===== config.mk =====
export PLATFORM = sky130hd
export DESIGN_NAME = xlock_tracker
export DESIGN_NICKNAME = d
export VERILOG_FILES = /design/src/rtl/xlk_pkg.sv /design/src/rtl/xlk_req_stage.sv /design/src/rtl/xlk_lock_fsm.sv /design/src/rtl/xlk_sec_port.sv /design/src/rtl/xlock_tracker.sv
export SDC_FILE = /design/constraint.sdc
export NUM_CORES = 1
export LEC_CHECK = 0
export BUFFER_PORTS_ARGS = -buffer_cell sky130_fd_sc_hd__buf_4
export CORE_AREA = 2 2 39 41
export CTS_CLUSTER_DIAMETER = 100
export DETAILED_ROUTE_END_ITERATION = 16
export DIE_AREA = 0 0 41 43
export GPL_TIMING_DRIVEN = 0
export PLACE_DENSITY_LB_ADDON = 0.1
export SLEW_MARGIN = 20
export SYNTH_ARGS = -nofsm -noshare
export SYNTH_HDL_FRONTEND = slang
export SYNTH_SLANG_ARGS = --single-unit

===== constraint.sdc =====
create_clock -name clk -period 1.5 [get_ports clk]
set_input_delay 0.075 -clock clk [delete_from_list [all_inputs] [get_ports clk]]
set_output_delay 0.075 -clock clk [all_outputs]
set_load 0.02 [all_outputs]

===== src/rtl/xlk_pkg.sv =====
// Shared types for the cross-bridge lock tracker.
// Assumes: two lock states beyond free; request kinds decided one cycle after the start.
package xlk_pkg;
    typedef enum logic [1:0] {
        XL_FREE = 2'd0,
        XL_PEND = 2'd1,
        XL_HELD = 2'd2
    } xl_state_t;

    typedef enum logic [1:0] {
        RQ_PLAIN = 2'd0,
        RQ_FRESH = 2'd1,
        RQ_CONT  = 2'd2
    } rq_kind_t;
endpackage


===== src/rtl/xlk_req_stage.sv =====
// Captures a primary request at its address phase and classifies it one cycle
// later from the lock line. Assumes the lock line is sampled on both cycles.
module xlk_req_stage
    import xlk_pkg::*;
#(
    parameter int CMD_W = 4
) (
    input  logic             clk,
    input  logic             rst_n,
    input  logic             pri_start,
    input  logic             pri_lock_n,
    input  logic             pri_to_sec,
    input  logic [CMD_W-1:0] pri_cmd,
    output logic             rq_valid,
    output rq_kind_t         rq_kind,
    output logic [CMD_W-1:0] rq_cmd
);
    logic             st_valid;
    logic             st_lock_hi;
    logic             st_to_sec;
    logic [CMD_W-1:0] st_cmd;

    // Hold the address-phase view of the request for one cycle.
    always_ff @(posedge clk) begin
        if (!rst_n) begin
            st_valid   <= 1'b0;
            st_lock_hi <= 1'b1;
            st_to_sec  <= 1'b0;
            st_cmd     <= '0;
        end else begin
            st_valid   <= pri_start;
            st_lock_hi <= pri_lock_n;
            st_to_sec  <= pri_to_sec;
            st_cmd     <= pri_cmd;
        end
    end

    // Classify the request once the lock line has had its one-cycle delay.
    always_comb begin
        rq_valid = st_valid && st_to_sec;
        rq_cmd   = st_cmd;
        if (pri_lock_n)      rq_kind = RQ_PLAIN;
        else if (st_lock_hi) rq_kind = RQ_FRESH;
        else                 rq_kind = RQ_CONT;
    end
endmodule


===== src/rtl/xlk_lock_fsm.sv =====
// Lock ownership state machine: grants, rejects, establishes and releases
// the cross-bridge lock. Assumes one classified request per cycle at most.
module xlk_lock_fsm
    import xlk_pkg::*;
#(
    parameter int               CMD_W = 4,
    parameter logic [CMD_W-1:0] RD    = 4'h6,
    parameter logic [CMD_W-1:0] WR    = 4'h7
) (
    input  logic             clk,
    input  logic             rst_n,
    input  logic             rq_valid,
    input  rq_kind_t         rq_kind,
    input  logic [CMD_W-1:0] rq_cmd,
    input  logic             sec_other,
    input  logic             xfer_done,
    input  logic             sec_retry,
    input  logic             pri_idle,
    input  logic             pri_lock_n,
    output xl_state_t        state,
    output logic             fwd_valid,
    output logic             fwd_locked,
    output logic             pri_retry
);
    xl_state_t state_nx;
    logic      grant;
    logic      conflict;
    logic      cont_ok;
    logic      release_c;

    // Decide the fate of the current request.
    always_comb begin
        grant     = rq_valid && (rq_kind == RQ_FRESH) && (state == XL_FREE)
                    && !sec_other && (rq_cmd == RD);
        conflict  = rq_valid && (rq_kind == RQ_FRESH)
                    && ((state != XL_FREE) || sec_other);
        cont_ok   = rq_valid && (rq_kind == RQ_CONT) && (state == XL_HELD)
                    && ((rq_cmd == RD) || (rq_cmd == WR));
        release_c = pri_idle && pri_lock_n;
    end

    // Next-state selection for lock ownership.
    always_comb begin
        state_nx = state;
        if (grant) begin
            state_nx = XL_PEND;
        end else begin
            unique case (state)
                XL_PEND: begin
                    if (xfer_done)      state_nx = XL_HELD;
                    else if (sec_retry) state_nx = XL_FREE;
                    else if (release_c) state_nx = XL_FREE;
                end
                XL_HELD: if (release_c) state_nx = XL_FREE;
                default: state_nx = XL_FREE;
            endcase
        end
    end

    // Register state and the per-request response pulses.
    always_ff @(posedge clk) begin
        if (!rst_n) begin
            state      <= XL_FREE;
            fwd_valid  <= 1'b0;
            fwd_locked <= 1'b0;
            pri_retry  <= 1'b0;
        end else begin
            state      <= state_nx;
            fwd_valid  <= rq_valid && !conflict;
            fwd_locked <= grant || cont_ok;
            pri_retry  <= conflict;
        end
    end
endmodule


===== src/rtl/xlk_sec_port.sv =====
// Secondary-side handling: drives the secondary lock line one cycle behind the
// lock state, detects a foreign secondary lock, and passes upstream requests
// through as plain transactions. Assumes sec_lock_n is the observed line.
module xlk_sec_port
    import xlk_pkg::*;
(
    input  logic      clk,
    input  logic      rst_n,
    input  xl_state_t state,
    input  logic      sec_start,
    input  logic      sec_to_pri,
    input  logic      sec_lock_n,
    output logic      sec_lock_drv_n,
    output logic      sec_other,
    output logic      up_fwd
);
    // A low line that this block is not driving belongs to another master.
    always_comb begin
        sec_other = !sec_lock_n && sec_lock_drv_n;
    end

    // Lock drive trails the lock state by one clock; upstream pass-through pulse.
    always_ff @(posedge clk) begin
        if (!rst_n) begin
            sec_lock_drv_n <= 1'b1;
            up_fwd         <= 1'b0;
        end else begin
            sec_lock_drv_n <= (state == XL_FREE);
            up_fwd         <= sec_start && sec_to_pri;
        end
    end
endmodule


===== src/rtl/xlock_tracker.sv =====
// Top of the cross-bridge lock tracker: request staging, lock state machine
// and secondary-side port. Assumes bus protocol, decode and buffering live
// outside and reach this block as single-bit flags.
module xlock_tracker
    import xlk_pkg::*;
#(
    parameter int               CMD_W       = 4,
    parameter logic [CMD_W-1:0] MEMRD_CODE  = 4'h6,
    parameter logic [CMD_W-1:0] MEMWR_CODE  = 4'h7
) (
    input  logic             clk,
    input  logic             rst_n,
    input  logic             pri_start,
    input  logic             pri_lock_n,
    input  logic             pri_idle,
    input  logic             pri_to_sec,
    input  logic [CMD_W-1:0] pri_cmd,
    input  logic             xfer_done,
    input  logic             sec_retry,
    input  logic             sec_start,
    input  logic             sec_to_pri,
    input  logic             sec_lock_n,
    output logic             fwd_valid,
    output logic             fwd_locked,
    output logic             pri_retry,
    output logic             sec_lock_drv_n,
    output logic             up_fwd,
    output logic             lock_held
);
    logic             rq_valid;
    rq_kind_t         rq_kind;
    logic [CMD_W-1:0] rq_cmd;
    xl_state_t        state;
    logic             sec_other;

    xlk_req_stage #(.CMD_W(CMD_W)) u_stage (
        .clk        (clk),
        .rst_n      (rst_n),
        .pri_start  (pri_start),
        .pri_lock_n (pri_lock_n),
        .pri_to_sec (pri_to_sec),
        .pri_cmd    (pri_cmd),
        .rq_valid   (rq_valid),
        .rq_kind    (rq_kind),
        .rq_cmd     (rq_cmd)
    );

    xlk_lock_fsm #(.CMD_W(CMD_W), .RD(MEMRD_CODE), .WR(MEMWR_CODE)) u_fsm (
        .clk        (clk),
        .rst_n      (rst_n),
        .rq_valid   (rq_valid),
        .rq_kind    (rq_kind),
        .rq_cmd     (rq_cmd),
        .sec_other  (sec_other),
        .xfer_done  (xfer_done),
        .sec_retry  (sec_retry),
        .pri_idle   (pri_idle),
        .pri_lock_n (pri_lock_n),
        .state      (state),
        .fwd_valid  (fwd_valid),
        .fwd_locked (fwd_locked),
        .pri_retry  (pri_retry)
    );

    xlk_sec_port u_sec (
        .clk            (clk),
        .rst_n          (rst_n),
        .state          (state),
        .sec_start      (sec_start),
        .sec_to_pri     (sec_to_pri),
        .sec_lock_n     (sec_lock_n),
        .sec_lock_drv_n (sec_lock_drv_n),
        .sec_other      (sec_other),
        .up_fwd         (up_fwd)
    );

    // Established lock is visible as a single flag.
    always_comb begin
        lock_held = (state == XL_HELD);
    end
endmodule


### After elaboration in Yosys (flattened, before gate mapping)

Cells that the tools add are included.

| cells by class | value |
|---|---|
| $add $sub $neg | 0 |
| $mul | 0 |
| divide/modulo/power cells | 0 |
| $lt $le $gt $ge | 0 |
| equality and inequality tests | 6 |
| shift operators | 0 |
| muxes and demuxes | 7 |
| bitwise logic cells | 1 |
| reductions and logical operators | 22 |

Operators by type and width:

| cell | count |
|---|---|
| $logic_and A1 B1 Y1 | 13 |
| $mux W2 | 5 |
| $eq A4 B3 Y1 const B | 2 |
| $eq A2 B1 Y1 const B | 2 |
| $eq A2 B2 Y1 const B | 2 |
| $pmux W2 S2 | 1 |
| $logic_not A1 Y1 | 3 |
| $logic_or A1 B1 Y1 | 3 |
| $logic_not A2 Y1 | 1 |
| $reduce_bool A2 Y1 | 1 |
| $reduce_or A2 Y1 | 1 |
| $mux W1 | 1 |
| $not A1 Y1 | 1 |

| storage, ports and cells | value |
|---|---|
| bits in registers | 14 |
| latch bits | 0 |
| memory bits (writable) | 0 |
| memory bits (read-only) | 0 |
| input port bits | 15 |
| output and inout bits | 6 |
| logic and storage cells | 47 |
| memories | 0 |

### Logic depth before layout (Yosys ltp)

Gate-level depths: netlist of run 1.

| logic depth | value |
|---|---|
| depth after elaboration | 8 |
| mapped depth | 5 |
| depth with buffers taken out | 5 |

### Cells and area by module

From an unflattened synthesis of run 1, not the netlist that was laid out.

| second synthesis, totals | value |
|---|---|
| cell total of the unflattened synthesis | 54 |
| area total of the unflattened synthesis | 559.3 µm² |

Modules (own cells, without submodules):

| module | instances | cells an instance | area each (µm²) | sequential area each (µm²) |
|---|---|---|---|---|
| xlk_lock_fsm | 1 | 31 | 287.8 | 100.1 |
| xlk_req_stage | 1 | 17 | 200.2 | 140.1 |
| xlk_sec_port | 1 | 5 | 57.6 | 40.0 |
| xlock_tracker | 1 | 1 | 13.8 | 0.0 |

### Worst setup path before layout of run 1

OpenSTA, ideal clock, no wires.

| path | value |
|---|---|
| path type | register to register |
| start | register u_fsm.state[0] |
| end | register u_fsm.state[1] |
| setup time | 0.118 ns |
| arrival | 1.238 ns |
| data required time | 1.382 ns |
| slack | 0.145 ns |
| cell stages (with the launch flop) | 6 |
| buffers on the path | 0 |
| clock period less this slack | 1.355 ns |
| path through | dfxtp_1 > inv_1 > ha_1 > nand4b_1 > or4b_4 > o2111a_1 |

| between the ends | value |
|---|---|
| longest elaborated chain between the ends | 5 |
| elaborated cells on any way between the ends | 8 |
| classes of those cells | eq/ne (2); mux (1); reduce/logical (5) |

RTL lines:

| item | line | RTL |
|---|---|---|
| start, declared | xlk_lock_fsm.sv:20 | `output xl_state_t state,` |
| start signal, assigned | xlk_lock_fsm.sv:68 | `state <= state_nx;` |
| $logic_not A2 Y1 | xlk_lock_fsm.sv:33 | `grant = rq_valid && (rq_kind == RQ_FRESH) && (state == XL_FREE)` |
| $logic_and A1 B1 Y1 | xlk_lock_fsm.sv:33 |  |
| $logic_and A1 B1 Y1 (2 in series) | xlk_lock_fsm.sv:34 | `&& !sec_other && (rq_cmd == RD);` |
| $reduce_or A2 Y1 (no source line) | - |  |

Several ways; a longest one is shown, not always the timed one.
A chain may end at the register's enable or synchronous reset.

### Final worst setup path of run 1

| path | value |
|---|---|
| start | register u_fsm.state[1] |
| end | register u_fsm.state[1] |

| between the ends | value |
|---|---|
| longest elaborated chain between the ends | 5 |
| elaborated cells on any way between the ends | 11 |
| classes of those cells | eq/ne (2); mux (4); reduce/logical (5) |

RTL lines:

| item |
|---|
| parallel branches: the longest is 5 deep, another holds $mux W2 |

Several ways; the timed one is not identified.

==> results.tsv, run 1 <==
metric	value	unit
grt total ovfl	0	
sw frac	19.7	%
top cell type's share of synthesized area	50.1	%
Finished Cell Area	772	sq um
Die Footprint	1760	sq um
DR vias/cell	4.56	
Worst Hold Class	input pin to register	
total power	642	uW
PD cells	832	nW/um^2
# IOs	21	
Synthesis Warnings	0	
crit end category	register	
final setup fails	0	
htree depth	1	
clock power share	30.5	%
FMAX	690	MHz
Max Cap Violations	0	
cell area after synthesis	559	sq um
initial antenna violation count	0	
number of global-route vias before repair	364	
largest cells by area after synthesis	dfxtp_1 50%, and2_1 8.9%, ha_1 6.7%	
Fin. Hold Viols	0	
CTS Buf Count	3	
Slew Viols, Final	0	
Seq cells post-synth	14	
Reg area	280	sq um
Post-DP Area	729	sq um
clock sink count	14	
slew of the pin with the lowest slew margin	0.322	ns
Residual DRC	0	
fin cells	94	
Die Ht	43	microns
pre-CTS setup slack	0.0526	ns
leak pwr	0.363	nW
CP Data Required Time	1.66	ns
core area	1380	sq um
DRT iter0 DRCs	4	
critical path peak fanout	3	
CTS max path bufs	2	
post-route setup slack	0.0505	ns
DPL Wire Length	702	microns
multi-input logic area	270	sq um
Post-Syn Area per Cell	10.6	sq um
FP Rows	14	
RSZ-0062 raised after global routing	false	
Synth async-reset ratio	0	%
synth cell count leaders	14 x dfxtp_1, 8 x and2_1, 4 x nand2b_1	
WP data arrival	1.61	ns
Synth area leader	dfxtp_1	
fin util	55.8	%
nets	98	
Seq pwr share	60.4	%
GP Congestion	0.642	
largest net degree at the start of global routing	11	
Power Internal	516	uW
Post-Route WL	864	microns
Die Wd	41	microns
routed vias	429	
max reg flops	4	
Relative slew margins	78.6	%
period utilisation layout	96.6	%
layout overhead on the synthesized area	38.0	%
clock tree from TritonCTS	done	
Inst Count DP	89	
drt first pass iters	4	
CTS root buffer	clkbuf_4	
total track usage	12.2	%
first-pass GRT wire length	1430	microns
share of cells above drive strength 1	35.9	%
CP Class	register to register	
worst vdd ir	0.387	mV
PortBufs	20	
Filler Cells Inserted	142	
Synth cell types	23	
Post-synth EDFFs	0	
worst clock skew	0.00401	ns
Tmin final	1.45	ns
Synth Net Count	71	
WL per Instance	9.19	microns
starting density of the core	40.4	%
Clk Latency, worst-skew pair	0.27	ns
synthesized netlist cell count	53	
setup TNS	0	ns
combinational power share	9.2	%
ANT nets after route	0	
Top FF cell, synth	dfxtp_1	
most frequent cell after synthesis	dfxtp_1	
sw power	127	uW
Worst setup SP type	register	
CTS clk-pin slew, worst paths	0.07	ns
Seq/Total Area, Yosys	50.1	%
diode count	0	
outcome	completed	
final hold slack	0.00756	ns
[worst paths after layout]
kind	cells past startpoint	from	slack, ns	endpoint
worst max-delay path	5	u_fsm.state[1]	0.05	u_fsm.state[1]
worst min register to register	2	u_stage.st_to_sec	0.50	u_fsm.fwd_locked
worst max register to register	5	u_fsm.state[1]	0.05	u_fsm.state[1]
worst min-delay path	2	pri_to_sec	0.008	u_stage.st_to_sec
[cell type report]
type / instances / area share (%)
sequential: 14 / 36.3
multi-input combinational: 36 / 35.0
timing repair buffer: 22 / 21.7
clock buffer: 3 / 2.92
tap: 16 / 2.59
inverter: 2 / 0.972
buffer: 1 / 0.486
[power by group through the flow]
stage          Sequential [mW]  Combinational [mW]  Clock, mW
3_3_place_gp             0.397              0.0571          0
3_5_place_dp             0.397              0.0576          0
2_1_floorplan            0.398              0.0210          0
5_1_grt                  0.390              0.0653      0.228
4_1_cts                  0.388              0.0598      0.201
6_report                 0.388              0.0588      0.196
[layout by cell type, fill, tap and decap left out, drive strengths merged]
cell / n
clkbuf: 4
ha: 3
o2111ai: 1
nand4: 1
nor2: 2
dfxtp: 14
nand4b: 1
a21oi: 2
and2b: 1
a21boi: 1
and3: 1
dlygate4sd3: 1
nand3: 1
and3b: 1
and2: 8
nor2b: 2
nand2b: 5
inv: 2
o2111a: 1
or4b: 1
nand2: 2
or3: 1
buf: 21
o211a: 1
[critical path, stage by stage, from the launching register on]
cell      delay (ns)
dfxtp_1         0.33
inv_1           0.09
ha_2            0.19
nand4b_1        0.10
or4b_4          0.51
o2111a_1        0.13
[cells by family (layout without fill, tap and decap cells)]
logic type,count (synthesis),in the layout,synth area share (%)
AO/OA/AOI/OAI,6,6,9.17
adder cells (fa/ha/maj),3,3,6.71
buffers and inverters,3,28,2.01
flip-flops,14,14,50.1
AND/OR/NAND/NOR,27,27,32.0
[what timing repair did]
item                                    in CTS  in global routing
endpoints found under the hold margin        1                  0
hold buffers                                 1                  0
resized for setup                            0                  1
buffers inserted                             0                  1
endpoints found under the setup margin       0                  1
[layer usage]
| metal | routed length [microns] | track usage [%] | vias up |
|---|---|---|---|
| met3 | 90 | 4.71 | 4 |
| li1 | - | - | 231 |
| met1 | 357 | 14.5 | 174 |
| met2 | 397 | 17.5 | 20 |
| met4 | 19 | 8.00 | 0 |
| met5 | 0 | 0 | - |
(Power assumes the default switching activity.)
==> inputs of run 2 (changes only) <==
--- a/config.mk
+++ b/config.mk
@@ -11,7 +11,7 @@
 export DETAILED_ROUTE_END_ITERATION = 16
 export DIE_AREA = 0 0 41 43
 export GPL_TIMING_DRIVEN = 0
-export PLACE_DENSITY_LB_ADDON = 0.1
+export PLACE_DENSITY = 0.7
 export SLEW_MARGIN = 20
 export SYNTH_ARGS = -nofsm -noshare
 export SYNTH_HDL_FRONTEND = slang
==> run 2 against run 1 <==
Against the previous run:
- non-clock buffer count increased by 6
- critical path depth is the same
- sequential power is essentially flat
- first-iteration DRC count is 25% higher
- worst setup slack gained 0.0094 ns
- count of clock-buffer cells in the layout rose by 1
- die area did not move
- flip-flop and latch count unchanged
- via count grew 12%
- clock skew increased by 0.0063 ns
- core utilization rose by 6.2 points
==> results.tsv, run 2 (synthesized netlist as in run 1, its figures left out) <==
metric	value	unit	change
crit end category	register		
diode count	0		unchanged
cell breakdown of the critical path	inv_1 -> ha_4 -> nand4b_1 -> or4b_4 -> o2111a_1		
met1 Track Usage GR	14.1	%	-0.47 points
setup TNS	0	ns	unchanged
Worst Hold Class	input pin to register		
number of setup buffers added after CTS	0		unchanged
GP Congestion	0.656		+2.2%
most frequent cells in the layout	20 x buf_4, 14 x dfxtp_1, 8 x and2_1, 8 x dlygate4sd3_1, 4 x nand2b_1		
layout overhead on the synthesized area	53.5	%	
most common cell after layout, fill and taps aside	buf_4		
Die Footprint	1760	sq um	unchanged
CTS root buffer	clkbuf_4		
RSZ-0062 raised after global routing	false		
nets	104		+6.1%
DRT iter0 DRCs	5		+1
clock power share	36.6	%	+6.1 points
first-pass GRT wire length	1700	microns	+19%
htree depth	1		unchanged
Seq pwr share	53.1	%	-7.3 points
number of global-route vias before repair	454		+25%
CP Data Required Time	1.67	ns	about the same
PD cells	850	nW/um^2	+2.2%
drt first pass iters	4		unchanged
total power	730	uW	+14%
outcome	completed		
worst stage delay on the critical path	0.51	ns	about the same
CTS clk-pin slew, worst paths	0.09	ns	+0.02 ns
Finished Cell Area	858	sq um	+11%
ANT nets after route	0		unchanged
worst vdd ir	0.536	mV	+38%
clock sink count	14		unchanged
grt total ovfl	0		unchanged
# IOs	21		unchanged
Max Cap Violations	0		unchanged
FP Rows	14		unchanged
max reg flops	4		unchanged
CP Class	register to register		
Clk Latency, worst-skew pair	0.28	ns	about the same
DR vias/cell	4.77		+4.6%
Tmin final	1.44	ns	-0.00940 ns
Power Internal	583	uW	+13%
leak pwr	0.396	nW	+9.2%
initial antenna violation count	0		unchanged
WP data arrival	1.61	ns	about the same
starting density of the core	40.4	%	unchanged
FMAX	694	MHz	+0.65%
met3 usage	7.33	%	+2.6 points
Inst Count DP	89		unchanged
period utilisation layout	96.0	%	-0.63 points
total track usage	14.9	%	+2.7 points
Die Ht	43	microns	unchanged
routed vias	482		+12%
GRT met2 Usage	23.8	%	+6.3 points
sw power	147	uW	+16%
GR peak layer	met2		
Slowest-stage cell, CP	or4b_4		
WL per Instance	11.0	microns	+19%
sw frac	20.2	%	+0.47 points
CTS max path bufs	2		unchanged
DPL Wire Length	748	microns	+6.6%
Post-DP Area	729	sq um	unchanged
Residual DRC	0		unchanged
final setup fails	0		unchanged
Relative slew margins	78.4	%	-0.19 points
Fin. Hold Viols	0		unchanged
largest net degree at the start of global routing	11		unchanged
combinational power share	10.3	%	+1.1 points
critical path peak fanout	3		unchanged
Slew Viols, Final	0		unchanged
Worst setup SP type	register		
Post-Route WL	1110	microns	+28%
share of cells above drive strength 1	34.1	%	-1.8 points
slew of the pin with the lowest slew margin	0.324	ns	+0.00289 ns
Die Wd	41	microns	unchanged
CTS Buf Count	3		unchanged
clock tree from TritonCTS	done		
core area	1380	sq um	unchanged
worst clock skew	0.0103	ns	+0.00626 ns
PortBufs	20		unchanged
fin cells	101		+7.4%
[run 2: layout make-up]
type,instances,area (sq um)
Buffer,1,3.75
Clock buffer,4,36.3
Fill cell,135,526
Inverter,2,7.51
Multi-Input combinational cell,36,280
Sequential cell,14,280
Tap cell,16,20.0
Timing Repair Buffer,28,230
[run 2: per-stage QoR]
step	utilization, %	hold slack (ns)	setup WS [ns]
detailed placement	52.7	0.285	0.0553
global placement	52.7	0.278	0.0580
CTS	61.1	0.0126	0.0295
finish	62.0	0.0242	0.0599
floorplan	-	0.148	0.145
global route	62.0	0.0216	0.00246
[run 2: metal layers]
metal,share of wire [%],up-vias
met4,1.1,0
li1,-,243
met1,41,219
met2,50,18
met5,0,-
met3,7.0,2
[run 2: final timing paths]
| check | from | end | slack, ns | cells after the start |
|---|---|---|---|---|
| worst min-delay path | sec_to_pri | u_sec.up_fwd | 0.02 | 2 |
| worst max-delay path | u_fsm.state[1] | u_fsm.state[1] | 0.06 | 5 |
| worst min register to register | u_stage.st_to_sec | u_fsm.fwd_locked | 0.49 | 2 |
| worst max register to register | u_fsm.state[1] | u_fsm.state[1] | 0.06 | 5 |
[run 2: critical path: cells and delay by family, from the launching register on]
kind / cells / cell delay (ns)
AO/OA/AOI/OAI: 1 / 0.13
adder cells (fa/ha/maj): 1 / 0.16
buffers and inverters: 1 / 0.11
flip-flops: 1 / 0.33
AND/OR/NAND/NOR: 2 / 0.61
[run 2: power groups by stage]
stage               clock network (mW)  logic, mW  registers [mW]
finish                           0.267     0.0749           0.388
global route                     0.292     0.0824           0.390
CTS                              0.277     0.0748           0.388
detailed placement                   0     0.0584           0.397
global placement                     0     0.0570           0.396
floorplan                            0     0.0210           0.398
[run 2: repair_timing]
item / 4_1_cts / 5_1_grt
endpoints found under the hold margin: 8 / 0
hold buffers: 8 / 0
resized for setup: 0 / 3
setup endpoints to repair: 0 / 1
==> inputs of run 3 (changes only) <==
==> constraint.sdc (replaced) <==
create_clock -name clk -period 1.5 [get_ports clk]
set_input_delay 0.075 -clock clk [delete_from_list [all_inputs] [get_ports clk]]
set_output_delay 0.075 -clock clk [all_outputs]
set_load 0.1 [all_outputs]
==> run 3 against run 2 <==
Against the previous run:
- via count down 3.5%
- clock power down 2%
- critical path depth unchanged
- worst hold slack worse by 0.016 ns
- sequential share of layout area up 0.98 points
- register-to-register slack about the same
- final area down 2.0%
- count of clock-buffer cells in the layout unchanged
- routed wire length down 1.6%
- critical path type unchanged
- critical endpoint unchanged
==> results.tsv, run 3 (synthesized netlist as in run 1, its figures left out) <==
metric	value	unit	change
slew of the pin with the lowest slew margin	0.297	ns	-0.0271 ns
WL per Instance	10.9	microns	-0.64%
ANT nets after route	0		unchanged
Fin. Hold Viols	0		unchanged
clock tree from TritonCTS	done		
starting density of the core	40.4	%	unchanged
Residual DRC	0		unchanged
Slowest-stage cell, CP	or4b_4		
Inst Count DP	89		unchanged
crit end category	register		
Clk Latency, worst-skew pair	0.27	ns	about the same
WP data arrival	1.62	ns	about the same
fin cells	100		-0.99%
number of global-route vias before repair	394		-13%
cell family contributing the most delay on the critical path	simple AND/OR/NAND/NOR gates		
Max Cap Violations	0		unchanged
CP Data Required Time	1.67	ns	about the same
CTS clk-pin slew, worst paths	0.08	ns	about the same
total power	730	uW	about the same
Post-DP Area	733	sq um	+0.51%
core area	1380	sq um	unchanged
Buf+Inv Stages, Crit Path	1		unchanged
largest net degree at the start of global routing	11		unchanged
CTS Buf Count	3		unchanged
Post-Route WL	1090	microns	-1.6%
final setup fails	0		unchanged
PD cells	869	nW/um^2	+2.1%
routed vias	465		-3.5%
most frequent cells in the layout	21 x buf_4, 12 x dfxtp_1, 8 x and2_1, 6 x dlygate4sd3_1, 4 x nand2b_1		
critical path peak fanout	3		unchanged
drt first pass iters	4		unchanged
DPL Wire Length	780	microns	+4.2%
CTS max path bufs	2		unchanged
worst vdd ir	0.482	mV	-10%
worst clock skew	0.000539	ns	-0.00973 ns
initial antenna violation count	0		unchanged
DRT iter0 DRCs	5		unchanged
period utilisation layout	96.9	%	+0.85 points
FMAX	688	MHz	-0.87%
DR vias/cell	4.65		-2.6%
setup TNS	0	ns	unchanged
# IOs	21		unchanged
leak pwr	0.390	nW	-1.7%
diode count	0		unchanged
nets	103		-0.96%
clock sink count	14		unchanged
total track usage	15.1	%	+0.15 points
Finished Cell Area	841	sq um	-2.0%
htree depth	1		unchanged
Die Ht	43	microns	unchanged
first-pass GRT wire length	1680	microns	-1.6%
outcome	completed		
CTS root buffer	clkbuf_4		
CP Class	register to register		
Worst Hold Class	input pin to register		
grt total ovfl	0		unchanged
Slew Viols, Final	0		unchanged
GP Congestion	0.666		+1.5%
Filler Cells Inserted	116		-14%
Die Footprint	1760	sq um	unchanged
layout overhead on the synthesized area	50.3	%	
Tmin final	1.45	ns	+0.0127 ns
Die Wd	41	microns	unchanged
share of cells above drive strength 1	38.1	%	+4.0 points
Relative slew margins	80.2	%	+1.8 points
most common cell after layout, fill and taps aside	buf_4		
Worst setup SP type	register		
PortBufs	20		unchanged
FP Rows	14		unchanged
worst stage delay on the critical path	0.51	ns	about the same
max reg flops	4		unchanged
cell breakdown of the critical path	inv_1 -> ha_2 -> nand4b_1 -> or4b_4 -> o2111a_1		
## run 3: changes by cell type in the layout (fill, tap and decap cells not counted), sizes merged
cell	delta
buf	+1
dlygate4sd3	-2
## run 3: path summary, 6_finish.rpt
check	start	end	slack, ns	depth (start not counted)
max	u_fsm.state[1]	u_fsm.state[1]	0.05	5
min	pri_cmd[3]	u_stage.rq_cmd[3]	0.008	2
max reg2reg	u_fsm.state[1]	u_fsm.state[1]	0.05	5
min reg2reg	u_stage.st_to_sec	u_fsm.pri_retry	0.50	2
## run 3: final cells by class
cell class              instances  area, sq um  area share, %
repair buffers                 27          218           25.9
well taps                      16         20.0           2.38
flip-flops and latches         14          283           33.6
multi-input cells              36          273           32.4
plain buffers                   1         3.75          0.446
inverters                       2         7.51          0.893
clock buffers                   4         36.3           4.32
## run 3: stage by stage
| step | utilization, % | hold slack [ns] | setup slack [ns] |
|---|---|---|---|
| 3_3_place_gp | 53.0 | 0.278 | 0.0541 |
| 4_1_cts | 59.9 | 0.00250 | 0.0396 |
| 2_1_floorplan | - | 0.148 | 0.0308 |
| 3_5_place_dp | 53.0 | 0.281 | 0.0605 |
| 6_report | 60.8 | 0.00784 | 0.0472 |
| 5_1_grt | 60.8 | 0.00215 | -0.0423 |
## run 3: routing by layer
metal	part of all wire [%]	GRT usage [%]	routed length, microns	up-vias
li1	-	-	-	240
met1	39	16.2	426	207
met2	53	22.5	572	16
met3	6.8	5.24	74	2
met4	1.4	12.0	15	0
met5	0	0	0	-
## run 3: worst reg2reg max path: stages (launching register included)
cell      delay, ns
dfxtp_2        0.34
inv_1          0.08
ha_2           0.18
nand4b_1       0.11
or4b_4         0.51
o2111a_1       0.13
## run 3: power by group
part | internal (mW) | switching, mW | total, mW
Clock | 0.147 | 0.114 | 0.262
Combinational | 0.0486 | 0.0316 | 0.0802
Sequential | 0.383 | 0.00542 | 0.388
## run 3: timing repair
action / CTS / global route
endpoints found under the hold margin: 6 / 0
hold buffers: 6 / 0
setup buffers: 0 / 1
setup endpoints to repair: 0 / 2
gates resized for setup: 0 / 2
